<file path="src/rtl/dram_seq_pkg.sv">
// Shared constants for the DRAM cycle sequencer: phase positions inside the
// six-clock cycle, the cycle kinds and the requester-class codes.
// Assumes exactly three requester classes with fixed codes.
package dram_seq_pkg;
    localparam int LIN_W   = 24;
    localparam int ROW_W   = 12;
    localparam int NUM_CLS = 3;

    // Phase index 0..5 is clock 1..6 of a cycle.
    localparam logic [2:0] PH_ROW    = 3'd0;
    localparam logic [2:0] PH_RAS    = 3'd1;
    localparam logic [2:0] PH_CAS    = 3'd2;
    localparam logic [2:0] PH_RAS_UP = 3'd4;
    localparam logic [2:0] PH_CAS_UP = 3'd5;
    localparam logic [2:0] PH_LAST   = 3'd5;

    typedef enum logic [1:0] {
        KIND_REF = 2'd0,
        KIND_RD  = 2'd1,
        KIND_WR  = 2'd2
    } cyc_kind_e;

    localparam logic [1:0] TYPE_IDLE  = 2'b01;
    localparam logic [1:0] TYPE_SYN   = 2'b00;
    localparam logic [1:0] TYPE_FETCH = 2'b10;
    localparam logic [1:0] TYPE_PROC  = 2'b11;

    // Map a requester class to its bus code.
    function automatic logic [1:0] class_code(input logic [1:0] cls);
        case (cls)
            2'd0:    return TYPE_SYN;
            2'd1:    return TYPE_FETCH;
            default: return TYPE_PROC;
        endcase
    endfunction
endpackage

</file>
<file path="src/rtl/dram_addr_scramble.sv">
// Splits a 24-bit linear word address into the 12-bit row and column words.
// The top six linear bits alternate between row and column so that smaller
// memories need only some of the upper lines. Purely combinational.
module dram_addr_scramble
    import dram_seq_pkg::*;
(
    input  logic [LIN_W-1:0] lin_addr,
    output logic [ROW_W-1:0] row_addr,
    output logic [ROW_W-1:0] col_addr
);
    localparam int LOW_ROW = 9;   // linear bits 8..0 go straight to row 8..0
    localparam int MID_COL = 9;   // linear bits 17..9 go to column 8..0

    // Contiguous parts of the mapping.
    for (genvar i = 0; i < LOW_ROW; i++) begin : g_row_low
        assign row_addr[i] = lin_addr[i];
    end
    for (genvar i = 0; i < MID_COL; i++) begin : g_col_mid
        assign col_addr[i] = lin_addr[i + 9];
    end

    // Interleaved upper bits.
    assign row_addr[11] = lin_addr[22];
    assign row_addr[10] = lin_addr[20];
    assign row_addr[9]  = lin_addr[18];
    assign col_addr[11] = lin_addr[23];
    assign col_addr[10] = lin_addr[21];
    assign col_addr[9]  = lin_addr[19];
endmodule

</file>
<file path="src/rtl/dram_refresh_sched.sv">
// Refresh scheduler: an interval counter earns one refresh credit every
// REF_PERIOD clocks and a row counter supplies the next refresh row.
// Assumes the consumer spends a credit within REF_PERIOD clocks, so a
// single pending flag is enough.
module dram_refresh_sched #(
    parameter int REF_PERIOD = 512,
    parameter int ROW_W      = 12
) (
    input  logic             clk,
    input  logic             rst_n,
    input  logic             take_i,
    output logic             pend_o,
    output logic [ROW_W-1:0] row_o
);
    localparam int CNT_W = $clog2(REF_PERIOD);

    logic [CNT_W-1:0] interval_q;
    logic             tick;

    assign tick = (interval_q == CNT_W'(REF_PERIOD - 1));

    // Interval counter wrapping every REF_PERIOD clocks.
    always_ff @(posedge clk) begin
        if (!rst_n)    interval_q <= '0;
        else if (tick) interval_q <= '0;
        else           interval_q <= interval_q + 1'b1;
    end

    // Pending credit: set on each tick, cleared when a refresh starts.
    always_ff @(posedge clk) begin
        if (!rst_n)      pend_o <= 1'b0;
        else if (tick)   pend_o <= 1'b1;
        else if (take_i) pend_o <= 1'b0;
    end

    // Refresh row advances once per refresh taken.
    always_ff @(posedge clk) begin
        if (!rst_n)      row_o <= '0;
        else if (take_i) row_o <= row_o + 1'b1;
    end
endmodule

</file>
<file path="src/rtl/dram_req_arbiter.sv">
// Fixed-priority arbiter: the lowest-numbered active request wins.
// Combinational; the caller decides when the result is used.
module dram_req_arbiter #(
    parameter int N = 3
) (
    input  logic [N-1:0]         req,
    output logic                 any,
    output logic [$clog2(N)-1:0] idx,
    output logic [N-1:0]         onehot
);
    localparam int IW = $clog2(N);

    // Scan from the top down so the lowest index is the last one to write idx.
    always_comb begin
        any = |req;
        idx = '0;
        for (int i = N - 1; i >= 0; i--) begin
            if (req[i]) idx = IW'(i);
        end
    end

    // Expand the winner to a one-hot vector.
    for (genvar g = 0; g < N; g++) begin : g_oh
        assign onehot[g] = any && (idx == IW'(g));
    end
endmodule

</file>
<file path="src/rtl/dram_seq_ctrl.sv">
// DRAM cycle sequencer. It runs six-clock read, early-write and RAS-only
// refresh cycles on a multiplexed address bus for three requester classes.
// Assumes requesters hold req_i (and its address/data) until granted, and
// that the memory returns read data by the last CAS-low clock.
module dram_seq_ctrl
    import dram_seq_pkg::*;
#(
    parameter int DATA_W     = 16,
    parameter int REF_PERIOD = 512
) (
    input  logic                      clk,
    input  logic                      rst_n,
    input  logic [NUM_CLS-1:0]        req_i,
    input  logic [NUM_CLS-1:0]        req_we_i,
    input  logic [NUM_CLS*LIN_W-1:0]  req_addr_i,
    input  logic [NUM_CLS*DATA_W-1:0] req_wdata_i,
    output logic [NUM_CLS-1:0]        gnt_o,
    output logic [DATA_W-1:0]         rd_data_o,
    output logic                      rd_valid_o,
    output logic [ROW_W-1:0]          dram_a_o,
    output logic                      ras_n_o,
    output logic                      cas_n_o,
    output logic                      we_n_o,
    output logic                      cyc_cs_n_o,
    output logic [DATA_W-1:0]         dq_o,
    output logic                      dq_oe_o,
    input  logic [DATA_W-1:0]         dq_i,
    output logic [1:0]                cyc_type_o
);
    localparam int CLS_W = $clog2(NUM_CLS);

    logic                busy_q;
    logic [2:0]          ph_q;
    cyc_kind_e           kind_q;
    logic [CLS_W-1:0]    cls_q;
    logic [LIN_W-1:0]    addr_q;
    logic [DATA_W-1:0]   wdata_q;
    logic [ROW_W-1:0]    refrow_q;
    logic [NUM_CLS-1:0]  gnt_q;
    logic                rdv_q;
    logic [DATA_W-1:0]   rdd_q;

    logic                arb_any;
    logic [CLS_W-1:0]    arb_idx;
    logic [NUM_CLS-1:0]  arb_oh;
    logic                ref_pend;
    logic [ROW_W-1:0]    ref_row;
    logic [ROW_W-1:0]    row_w;
    logic [ROW_W-1:0]    col_w;
    logic                boundary;
    logic                start_ref;
    logic                start_req;

    dram_req_arbiter #(.N(NUM_CLS)) u_arb (
        .req    (req_i),
        .any    (arb_any),
        .idx    (arb_idx),
        .onehot (arb_oh)
    );

    dram_refresh_sched #(.REF_PERIOD(REF_PERIOD), .ROW_W(ROW_W)) u_ref (
        .clk    (clk),
        .rst_n  (rst_n),
        .take_i (start_ref),
        .pend_o (ref_pend),
        .row_o  (ref_row)
    );

    dram_addr_scramble u_scr (
        .lin_addr (addr_q),
        .row_addr (row_w),
        .col_addr (col_w)
    );

    assign boundary  = !busy_q || (ph_q == PH_LAST);
    assign start_ref = boundary && ref_pend;
    assign start_req = boundary && !ref_pend && arb_any;

    // Cycle sequencer: advance the phase, or launch a refresh or a request.
    always_ff @(posedge clk) begin
        if (!rst_n) begin
            busy_q   <= 1'b0;
            ph_q     <= PH_ROW;
            kind_q   <= KIND_REF;
            cls_q    <= '0;
            addr_q   <= '0;
            wdata_q  <= '0;
            refrow_q <= '0;
            gnt_q    <= '0;
        end else begin
            gnt_q <= '0;
            if (busy_q && (ph_q != PH_LAST)) begin
                ph_q <= ph_q + 1'b1;
            end else if (start_ref) begin
                busy_q   <= 1'b1;
                ph_q     <= PH_ROW;
                kind_q   <= KIND_REF;
                refrow_q <= ref_row;
            end else if (start_req) begin
                busy_q  <= 1'b1;
                ph_q    <= PH_ROW;
                kind_q  <= req_we_i[arb_idx] ? KIND_WR : KIND_RD;
                cls_q   <= arb_idx;
                addr_q  <= req_addr_i[arb_idx*LIN_W +: LIN_W];
                wdata_q <= req_wdata_i[arb_idx*DATA_W +: DATA_W];
                gnt_q   <= arb_oh;
            end else begin
                busy_q <= 1'b0;
            end
        end
    end

    // Read capture at the end of the last CAS-low clock.
    always_ff @(posedge clk) begin
        if (!rst_n) begin
            rdv_q <= 1'b0;
            rdd_q <= '0;
        end else begin
            rdv_q <= busy_q && (kind_q == KIND_RD) && (ph_q == PH_CAS_UP - 3'd1);
            if (busy_q && (kind_q == KIND_RD) && (ph_q == PH_CAS_UP - 3'd1))
                rdd_q <= dq_i;
        end
    end

    // Pin decode from the phase and the cycle kind.
    always_comb begin
        logic ras_win, cas_win, sel_win, wr_cyc;
        ras_win = busy_q && (ph_q >= PH_RAS) && (ph_q < PH_RAS_UP);
        cas_win = busy_q && (kind_q != KIND_REF) && (ph_q >= PH_CAS) && (ph_q < PH_CAS_UP);
        sel_win = busy_q && (ph_q >= PH_RAS) && (ph_q < PH_CAS_UP);
        wr_cyc  = sel_win && (kind_q == KIND_WR);

        ras_n_o    = !ras_win;
        cas_n_o    = !cas_win;
        cyc_cs_n_o = !sel_win;
        we_n_o     = !wr_cyc;
        dq_oe_o    = wr_cyc;
        dq_o       = wr_cyc ? wdata_q : '0;

        if (!busy_q)                dram_a_o = '0;
        else if (kind_q == KIND_REF) dram_a_o = refrow_q;
        else if (ph_q < PH_CAS)     dram_a_o = row_w;
        else                        dram_a_o = col_w;

        if (busy_q && (kind_q != KIND_REF)) cyc_type_o = class_code(2'(cls_q));
        else                                cyc_type_o = TYPE_IDLE;
    end

    assign gnt_o      = gnt_q;
    assign rd_valid_o = rdv_q;
    assign rd_data_o  = rdd_q;
endmodule

</file>
<file path="config.mk">
export PLATFORM = sky130hd
export DESIGN_NAME = dram_seq_ctrl
export DESIGN_NICKNAME = d
export VERILOG_FILES = /design/src/rtl/dram_seq_pkg.sv /design/src/rtl/dram_addr_scramble.sv /design/src/rtl/dram_refresh_sched.sv /design/src/rtl/dram_req_arbiter.sv /design/src/rtl/dram_seq_ctrl.sv
export SDC_FILE = /design/constraint.sdc
export NUM_CORES = 1
export LEC_CHECK = 0
export ABC_AREA = 1
export BUFFER_PORTS_ARGS = -buffer_cell sky130_fd_sc_hd__buf_2
export CAP_MARGIN = 20
export CORE_ASPECT_RATIO = 1.4
export CORE_UTILIZATION = 49
export CTS_CLUSTER_SIZE = 16
export DETAILED_ROUTE_END_ITERATION = 8
export PLACE_DENSITY = 0.81
export SLEW_MARGIN = 40
export SYNTH_ARGS = -nofsm -noshare
export SYNTH_HDL_FRONTEND = slang
export SYNTH_SLANG_ARGS = --single-unit
</file>
<file path="constraint.sdc">
create_clock -name clk -period 2.21 [get_ports clk]
set_input_delay 0.5525 -clock clk [delete_from_list [all_inputs] [get_ports clk]]
set_output_delay 0.5525 -clock clk [all_outputs]
set_load 0.02 [all_outputs]
</file>
==> results.md, run 1 <==
* Detailed Route Iter0 Violations at around 230
* CTS Buf Count at 9
* Vias in the first global route at a little under 5000
* Critical Path Max Stage Delay at 0.36 ns
* Crit share post-route at 107%
* Tightest Pin Transition at 0.438 ns
* EDFF count, synth at 0
* All-Layer GR Usage at 27.2%
* Arr. time, crit path at 1.81 ns
* Initial core utilization at 50.5%
* Area delta synth->final at 36.9%
* Yosys top cell area share at 40.6%
* Largest net degree at the start of global routing at 70
* Worst slack, placed at 0.0770 ns
* Number of buffers added on ports at 198
* Avg Vias per Cell at about 5.1
* Pleak at 3.11 nW
* Crit-path cells: inv_4 > ha_4 > nor2_4 > a21oi_4 > nand4_4 > clkbuf_16 > nor2_4 > buf_6
* Hold-fix buffers, CTS at 0
* Most frequent cell after synthesis: nand2_1
* Worst relative slew slack at 70.6%
* GPL Wtd Cong at 0.843
* Cell repeated most along the worst path: nor2_4
* Hold WC Path Type: input pin to flop
* Overflow after GRT at 0
* Routed Antenna Nets at 0
* Worst path slowest cell: dfxtp_4
* Layout cell share with drive strength beyond 1 at 30.3%
* FMAX at 423 MHz
* Synth area leaders: dfxtp_1 (41%), nand3_1 (11%), nand2_1 (9.8%)
* Post-Synthesis Cells at 743
* Mapped Area at 5030 µm²
* Ys flop type: dfxtp_1
* Average size of a mapped cell at 6.77 µm²
* Final WS setup at -0.151 ns
* RSZ-0062 raised after global routing: true
* # setup viols final at 23
* Die H at 122 µm
* Die area at 10700 µm²
* Period minus WS final at about 2.4 ns
* Vias post-DR at 5529
* PD cells at a little over 600 nW/µm²
* # DRC at 0
* IO Count at 199
* CTS max path bufs at 2
* Clock slew at reported path FFs at 0.07 ns
* Max-slew violations at 0
* Post-placement cell count at 1050
* Outcome: complete, but fails checks
* Worst IR Drop VDD at 332 µV
* CTS root buffer: clkbuf_16
* Crit path kind: flop to primary output
* Ys async rst share at 0%
* Yosys reg bits at 102
* Crit path max fanout at 4
* Synth area leader: dfxtp_1
* Worst setup SP type: flop
* CP delay by family, top: buffers and inverters
* Seq/Total Area, Yosys at 40.6%
* Initial antenna violation count at 1
* Global-route wire length before repair at 22400 µm
* Clk_lat worst skew at 0.35 ns
* Most frequent cells after synthesis: nand2_1 (131), nor2_1 (117), nand3_1 (109), dfxtp_1 (102), o21ai_0 (90)
* Row count at 43
* Nets@finish at 1086
* Total negative slack at -1.99 ns
* Fin. Hold Viols at 0
* Critical path data required time at ~1.7 ns
* Max cap viols at 0
* Final Non-Filler Cells at ~1100
* WL/cell at 13.7 µm
* # fillers at 880
* Clock Skews at 0.00586 ns
* CTS tree: built
* Clock sinks at 102
* DPL Wire Length at 10400 µm
* TritonRoute pass-1 iters at 5
* Synth warn at 0
* Crit. End Element: primary output
* Layout Utilization at slightly below 70%
* Syn nets at about 900
* Yosys cell types at 30
* Die X at 87.6 µm
* Total power draw at 0.00422 W
* Max H-tree Level at 3
* Failing checks: setup timing
* Worst Path Buf+Inv at 3
* Routed WL at between 10000 and 15000 µm
* CORE AREA at 9950 µm²
## timing repair
| action | in CTS | in global routing |
|---|---|---|
| endpoints found under the setup margin | 30 | 30 |
| setup buffers | 1 | 5 |
| pin swaps | 1 | 11 |
| cloned | 0 | 4 |
| gates resized for setup | 30 | 97 |
## power by group
group	leakage [nW]	internal (W)	switching, W	total [W]
Sequential	0.833	0.00191	0.0000485	0.00196
Clock	0.141	0.000914	0.000703	0.00162
Combinational	2.13	0.000280	0.000362	0.000642
## worst register-to-register path: stages, from the launching register on
cell and delay (ns):
dfxtp_4 0.36, inv_4 0.07, ha_4 0.15, buf_4 0.11
buf_4 0.10, nand2_2 0.08, nand2_4 0.14, nand2_1 0.21
buf_4 0.23, nor2_1 0.18, o21ai_0 0.11, a21oi_1 0.12
## logic make-up (layout without fill, tap and decap cells)
family	count (synthesis)	in the layout	synth area share [%]
other	0	1	0
flip-flops	102	102	40.6
buffers and inverters	100	298	9.36
XOR/XNOR	1	1	0.174
AO/OA/AOI/OAI	162	162	16.5
AND/OR/NAND/NOR	372	372	31.8
adder cells (fa/ha/maj)	6	6	1.49
## registers in the layout (all words and copies together) (netlist names)
signal / count
addr_q: 24
busy_q: 1
cls_q: 2
gnt_o: 3
kind_q: 2
ph_q: 3
rd_data_o: 16
rd_valid_o: 1
refrow_q: 12
u_ref.interval_q: 9
u_ref.pend_o: 1
u_ref.row_o: 12
wdata_q: 16
## through the flow
stage                     hold WS [ns]  area (µm²)
after floorplan                  0.418        5030
after global placement           0.432        6130
after detailed placement         0.445        6130
after CTS                        0.434        6510
after global routing             0.463        6890
final                            0.437        6890
## placed cells by master, fill, tap and decap left out, types with 21 or more instances in the layout
| cell | Yosys | layout |
|---|---|---|
| nor2_1 | 117 | 99 |
| o21ai_1 | 46 | 68 |
| dfxtp_1 | 102 | 98 |
| buf_6 | 7 | 21 |
| nand2_1 | 131 | 130 |
| buf_4 | 6 | 33 |
| o21ai_0 | 90 | 67 |
| inv_1 | 49 | 46 |
| buf_2 | 16 | 168 |
| nand3_1 | 109 | 109 |
## path summary, 6_finish.rpt
check                                       from                             end  slack (ns)  cells after the start
setup reg to reg            ph_q[1]$_SDFFE_PN0P_     u_ref.row_o[4]$_SDFFE_PN0P_        0.31                     11
setup / recovery            ph_q[1]$_SDFFE_PN0P_                        dq_o[14]       -0.15                      8
hold / removal                   req_wdata_i[33]         wdata_q[1]$_SDFFE_PN0P_        0.44                      3
hold reg to reg   u_ref.interval_q[0]$_SDFF_PP0_  u_ref.interval_q[0]$_SDFF_PP0_        0.45                      1
## layer usage
layer | part of all wire, % | GRT usage [%] | vias to the layer above
met4 | 3.2 | 14.9 | 0
li1 | - | - | 2834
met3 | 4.8 | 3.52 | 36
met1 | 40 | 30.3 | 2456
met2 | 52 | 49.0 | 203
met5 | 0 | 0 | -
## cell type report
type                    instances  area, µm²  share of cell area [%]
inverters                      53        206                    3.00
repair buffers                229       1480                    21.4
diodes                          1       2.50                  0.0363
multi-input cells             541       2670                    38.8
clock inverters                 6       70.1                    1.02
clock buffers                  10        239                    3.47
well taps                     135        169                    2.45
flip-flops and latches        102       2050                    29.8
Note: power is estimated with default switching activity, not from simulation.
==> run 2, diff against run 1 <==
- CORE_UTILIZATION: 49 -> 44
- HOLD_SLACK_MARGIN: not set -> 0.1
- PLACE_DENSITY: 0.81 -> 0.76
- clock period: 2.21 -> 2.05 ns (I/O delays scaled with it)
==> run 2 against run 1 <==
Against the previous run: the flow still finishes with violations (setup timing); via count grew 0.31%; sequential share of layout area grew 0.051 points; clock power grew 6%; critical path type unchanged; routed wire length increased by 2.8%.
==> results.md, run 2 (synthesized netlist as in run 1, its figures left out) <==
* Ant diodes at 0
* CTS max path bufs at 2
* CTS root buffer: clkbuf_16
* Placed Area at ~6100 µm²
* Critical Path Max Stage Delay at 0.37 ns
* FMAX at 434 MHz
* Worst Path Buf+Inv at 3
* Initial antenna violation count at 0
* Outcome: complete, but fails checks
* Stages on the worst setup path at 8
* Largest net degree at the start of global routing at 66
* WHS at roughly 0.42 ns
* Failing checks: setup timing
* Worst setup SP type: flop
* IO Count at 199
* Avg Vias per Cell at 5.10
* Period minus WS final at 2.30 ns
* Vias post-DR at between 5000 and 6000
* Crit share post-route at 112%
* Biggest register: addr_q
* Area delta synth->final at 36.8%
* Hold Path Stages at 3
* Hold WC Path Type: input pin to flop
* Clk pwr share at between 30% and 40%
* CTS Buf Count at 9
* Grt met2 use at 44.7%
* Max cap viols at 0
* DPL Wire Length at 11000 µm
* Tightest Pin Transition at 0.419 ns
* Hold-fix buffers, CTS at 0
* Layout cell share with drive strength beyond 1 at a little under a third
* Met1 usage at 27.4%
* GPL Wtd Cong at 0.902
* Logic gate share of total power at ~16%
* WL/cell at 14.0 µm
* Detailed Route Iter0 Violations at 226
* Crit-path cells: inv_4 > ha_4 > nor2_4 > a21oi_4 > nand4_4 > clkbuf_16 > nor2_4 > buf_6
* Crit path max fanout at 5
* Power Internal at between 0.003 and 0.004 W
* Row count at 45
* Seq pwr share at 46.7%
* Number of flip-flops in the largest register at 24
* Number of buffers added on ports at ~200
* Die X at 92.4 µm
* Reg2reg path depth at 8
* Max H-tree Level at 3
* TritonRoute pass-1 iters at 5
* Clock Skews at ~0.012 ns
* Die area at 11900 µm²
* Busiest layer in global routing: met2
* Pleak at 3.13 nW
* Arr. time, crit path at about 1.8 ns
* GR Util met3 at 4.67%
* Vias in the first global route at 5088
* PD cells at 657 nW/µm²
* Finished Cell Area at 6880 µm²
* All-Layer GR Usage at 24.5%
* # DRC at 0
* Fin. Hold Viols at 0
* CORE AREA at 11000 µm²
* Initial core utilization at 45.8%
* Clock slew at reported path FFs at 0.07 ns
* Commonest cells after routing, fill and taps aside: buf_2 (177), nand2_1 (130), nand3_1 (109)
* Worst path slowest cell: dfxtp_4
* Overflow after GRT at 0
* Final WS setup at -0.255 ns
* Psw at 0.00120 W
* Clock sinks at just over 100
* Crit. End Element: primary output
* Global-route wire length before repair at between 20000 and 25000 µm
* Leading cell type in the layout, fill and taps excluded: buf_2
* Worst IR Drop VDD at 373 µV
* Routed Antenna Nets at 0
* Nets@finish at 1091
* Die H at about 130 µm
* Worst relative slew slack at 72.0%
* Routed WL at between 15000 and 20000 µm
* Cell repeated most along the worst path: nor2_4
* # setup viols final at 31
* RSZ-0062 raised after global routing: true
* Critical path data required time at about 1.5 ns
* Sw frac at approximately a quarter
* CP delay by family, top: buffers and inverters
* CTS tree: built
* Max-slew violations at 0
* Crit path kind: flop to primary output
* # fillers at 1024
* Clk_lat worst skew at ~0.35 ns
==> run 2: layer usage <==
metal | vias up | wire [µm] | share of wire, %
met5 | - | 0 | 0
met4 | 0 | 390 | 2.6
met3 | 27 | 740 | 4.9
met2 | 188 | 7880 | 52
met1 | 2486 | 6210 | 41
li1 | 2845 | - | -
==> run 2: stage by stage <==
stage	utilization, %	setup TNS (ns)	setup WS, ns	instances	total power, W
2_1_floorplan	-	0	0.0358	743	0.00251
3_3_place_gp	56.0	0	0.131	1059	0.00277
3_5_place_dp	56.0	0	0.0493	1059	0.00277
4_1_cts	59.7	-2.78	-0.180	1079	0.00448
5_1_grt	62.6	-6.60	-0.305	1087	0.00471
6_report	62.6	-5.00	-0.255	1087	0.00452
==> run 2: final cells by class <==
type	instances	area (µm²)	area share [%]
flip-flops and latches	102	2050	29.9
clock buffers	10	229	3.33
multi-input cells	541	2670	38.8
well taps	141	176	2.57
clock inverters	6	68.8	1.00
inverters	53	201	2.93
repair buffers	234	1480	21.5
==> run 2: worst paths after layout <==
| check | start | to | slack [ns] |
|---|---|---|---|
| worst max-delay path | ph_q[1]$_SDFFE_PN0P_ | dq_o[13] | -0.25 |
| worst min-delay path | dq_i[5] | rd_data_o[5]$_SDFFE_PN0P_ | 0.42 |
| worst max register to register | u_ref.interval_q[0]$_SDFF_PP0_ | u_ref.interval_q[6]$_SDFF_PP0_ | 0.33 |
| worst min register to register | u_ref.interval_q[0]$_SDFF_PP0_ | u_ref.interval_q[0]$_SDFF_PP0_ | 0.46 |
==> run 2: repair_timing <==
item / CTS / global route
setup buffers: 3 / 5
pin swaps: 4 / 4
gates cloned: 1 / 3
endpoints found under the setup margin: 32 / 32
gates resized for setup: 40 / 61
==> run 2: tightest hold or removal path, delay by kind of cell <==
kind            cells  cell delay [ns]
buf+inv             1             0.07
simple gates        1             0.07
compound gates      1             0.07
==> run 2: power by group through the flow <==
stage                     sequential [W]  clock, W  combinational (W)
after floorplan                  0.00214         0           0.000371
after global placement           0.00215         0           0.000614
after detailed placement         0.00215         0           0.000618
after CTS                        0.00211   0.00173           0.000642
after global routing             0.00212   0.00181           0.000777
final                            0.00211   0.00171           0.000700
==> run 3, diff against run 2 <==
- ABC_AREA: 1 -> not set
- CORE_MARGIN: not set -> 3
- PLACE_DENSITY: 0.76 -> 0.77
==> run 3 against run 2 <==
Against the previous run: the run still ends with setup timing left; sequential power about the same; clock power shrank 3%; clock skew down 0.0048 ns; critical path depth is the same; fmax shrank 10%; utilization grew 2.9 points; largest power group unchanged.
==> results.md, run 3 <==
* Synth warn at 0
* Critical Path Max Stage Delay at 0.55 ns
* Row count at 44
* Met3 WL at 1270 µm
* Yosys cell types at 40
* Failing checks: setup timing
* Seq/Total Area, Yosys at 42.1%
* Leading cell type in the layout, fill and taps excluded: buf_2
* Post-Synthesis Cells at 580
* Yosys top cell area share at 42.1%
* Logic gate share of total power at 15.4%
* All-Layer GR Usage at between 20% and 30%
* FMAX at 389 MHz
* Worst Path Buf+Inv at 3
* CP delay by family, top: simple AND/OR/NAND/NOR gates
* GPL Wtd Cong at roughly 0.84
* WL/cell at around 16 µm
* Mapped Area at 4850 µm²
* # setup viols final at 32
* CTS tree: built
* Crit path max fanout at 5
* RSZ-0062 raised after global routing: true
* Synth area leaders: dfxtp_1 (42%), mux2i_1 (11%), a21oi_1 (8.3%)
* Number of buffers added on ports at just under 200
* Biggest register: addr_q
* Crit-path cells: inv_4 > ha_4 > or4_4 > nand3_4 > nor3b_4 > buf_6 > and2_4 > buf_6
* Ant diodes at 0
* Max-slew violations at 0
* Critical path data required time at ~1.5 ns
* Fin. Hold Viols at 0
* Area delta synth->final at 42.7%
* Max layer used: met4
* Layout Utilization at 65.5%
* Die X at 94.7 µm
* Post-placement cell count at 898
* Yosys reg bits at between 100 and 150
* Routed WL at 14700 µm
* Met1 wire length at 5670 µm
* EDFF count, synth at 0
* # DRC at 0
* Final WS setup at -0.519 ns
* Crit. End Element: primary output
* Nets@finish at 933
* Die area at 12300 µm²
* Worst setup SP type: flop
* CTS max path bufs at 2
* DPL Wire Length at 10300 µm
* Power Internal at 0.00327 W
* Sw frac at roughly 27%
* Ys flop type: dfxtp_1
* Outcome: complete, but fails checks
* Routed Antenna Nets at 0
* Detailed Route Iter0 Violations at 233
* Clk pwr share at between 30% and 40%
* PD cells at 647 nW/µm²
* Average size of a mapped cell at approximately 8.4 µm²
* Max H-tree Level at 3
* Most frequent cells after synthesis: dfxtp_1 (102), a21oi_1 (80), nand2_1 (80), nor2_1 (65), mux2i_1 (53)
* CORE AREA at 10600 µm²
* Seq pwr share at around 48%
* Worst path slowest cell: or4_4
* CTS Buf Count at 9
* Ys async rst share at 0%
* TritonRoute pass-1 iters at 4
* Tightest Pin Transition at roughly 0.66 ns
* Final Non-Filler Cells at between 900 and 1000
* Clock Skews at 0.00708 ns
* Clk_lat worst skew at approximately 0.34 ns
* Syn nets at between 700 and 800
* Total power draw at 0.00448 W
* Met2 wire length at about 7500 µm
* Hold-fix buffers, CTS at 0
* Layout cell share with drive strength beyond 1 at 38.7%
* Max cap viols at 0
* Vias in the first global route at 4578
* Clock slew at reported path FFs at 0.07 ns
* Clock sinks at 102
* Die H at about 130 µm
* Total negative slack at -13.42 ns
* # fillers at 848
* Period minus WS final at about 2.6 ns
* IO Count at 199
* CTS root buffer: clkbuf_16
* Cell repeated most along the worst path: buf_6
* Most frequent cell after synthesis: dfxtp_1
* Crit path kind: flop to primary output
* Worst IR Drop VDD at 509 µV
* Largest net degree at the start of global routing at 85
* WHS at 0.405 ns
* Global-route wire length before repair at around 22000 µm
* Psw at between 0.001 and 0.0015 W
* Number of flip-flops in the largest register at 24
* Overflow after GRT at 0
* Worst relative slew slack at a little under three fifths
* Avg Vias per Cell at 5.34
* Initial core utilization at 45.9%
* Vias post-DR at 4944
* Initial antenna violation count at 0
* Commonest cells after routing, fill and taps aside: buf_2 (170), dfxtp_1 (96), nand2_1 (80), a21oi_1 (80), nor2_1 (64)
* Hold WC Path Type: input pin to flop
* Arr. time, crit path at 2.06 ns
* Pleak at 3.04 nW
* Crit share post-route at 125%
* Synth area leader: dfxtp_1
[run 3: cell count changes in the layout (fill, tap and decap cells not counted), sizes merged, moves of 53 or more]
cell | previous run | this run
o21ai | 136 | 19
nand3 | 110 | 12
a21oi | 20 | 80
nor2 | 119 | 65
mux2i | 0 | 53
nand2 | 133 | 80
[run 3: power by group through the flow]
| stage | Combinational (W) | Clock [W] | Sequential, W |
|---|---|---|---|
| 6_report | 0.000692 | 0.00166 | 0.00213 |
| 5_1_grt | 0.000752 | 0.00177 | 0.00214 |
| 4_1_cts | 0.000653 | 0.00169 | 0.00212 |
| 3_5_place_dp | 0.000614 | 0 | 0.00216 |
| 3_3_place_gp | 0.000601 | 0 | 0.00216 |
| 2_1_floorplan | 0.000343 | 0 | 0.00215 |
[run 3: worst min-delay path, cell delays in order]
cell	delay (ns)
buf_2	0.10
nand2_1	0.05
a21oi_1	0.05
[run 3: worst paths after layout]
kind	startpoint	to	slack, ns	cells past startpoint
max	ph_q[1]$_SDFFE_PN0P_	dq_o[6]	-0.52	8
min	dq_i[11]	rd_data_o[11]$_SDFFE_PN0P_	0.41	3
min reg2reg	u_ref.interval_q[0]$_SDFF_PP0_	u_ref.interval_q[0]$_SDFF_PP0_	0.45	1
max reg2reg	ph_q[1]$_SDFFE_PN0P_	u_ref.row_o[11]$_SDFFE_PN0P_	0.15	7
[run 3: final cells by class]
cell class | instances | area (µm²) | share of cell area [%]
multi-input combinational | 428 | 2830 | 40.9
tap | 138 | 173 | 2.49
timing repair buffer | 234 | 1540 | 22.2
clock buffer | 9 | 225 | 3.25
inverter | 8 | 32.5 | 0.470
clock inverter | 7 | 67.6 | 0.976
sequential | 102 | 2060 | 29.7
[run 3: logic make-up (layout without fill, tap and decap cells)]
| group | count (synthesis) | in the layout | synth area share [%] |
|---|---|---|---|
| simple gates | 208 | 208 | 19.5 |
| compound gates | 148 | 148 | 19.2 |
| mux | 54 | 54 | 11.2 |
| fa+ha+maj | 6 | 6 | 1.55 |
| xor+xnor | 12 | 12 | 2.17 |
| flops | 102 | 102 | 42.1 |
| buf+inv | 50 | 258 | 4.26 |
[run 3: per-layer routing]
metal,GRT usage [%],vias to the layer above
li1,-,2431
met3,5.36,25
met5,0,-
met4,7.14,0
met2,40.3,202
met1,24.8,2286
[run 3: what timing repair did]
action	in CTS	in global routing
endpoints found under the setup margin	34	35
gates resized for setup	62	66
cloned	2	2
pin swaps	4	7
setup buffers	4	6
[run 3: per-stage QoR]
step	setup slack, ns	cell area, µm²
after detailed placement	-0.323	6160
after global placement	-0.226	6160
after global routing	-0.557	6920
after floorplan	-0.0134	4920
final	-0.519	6920
after CTS	-0.467	6690
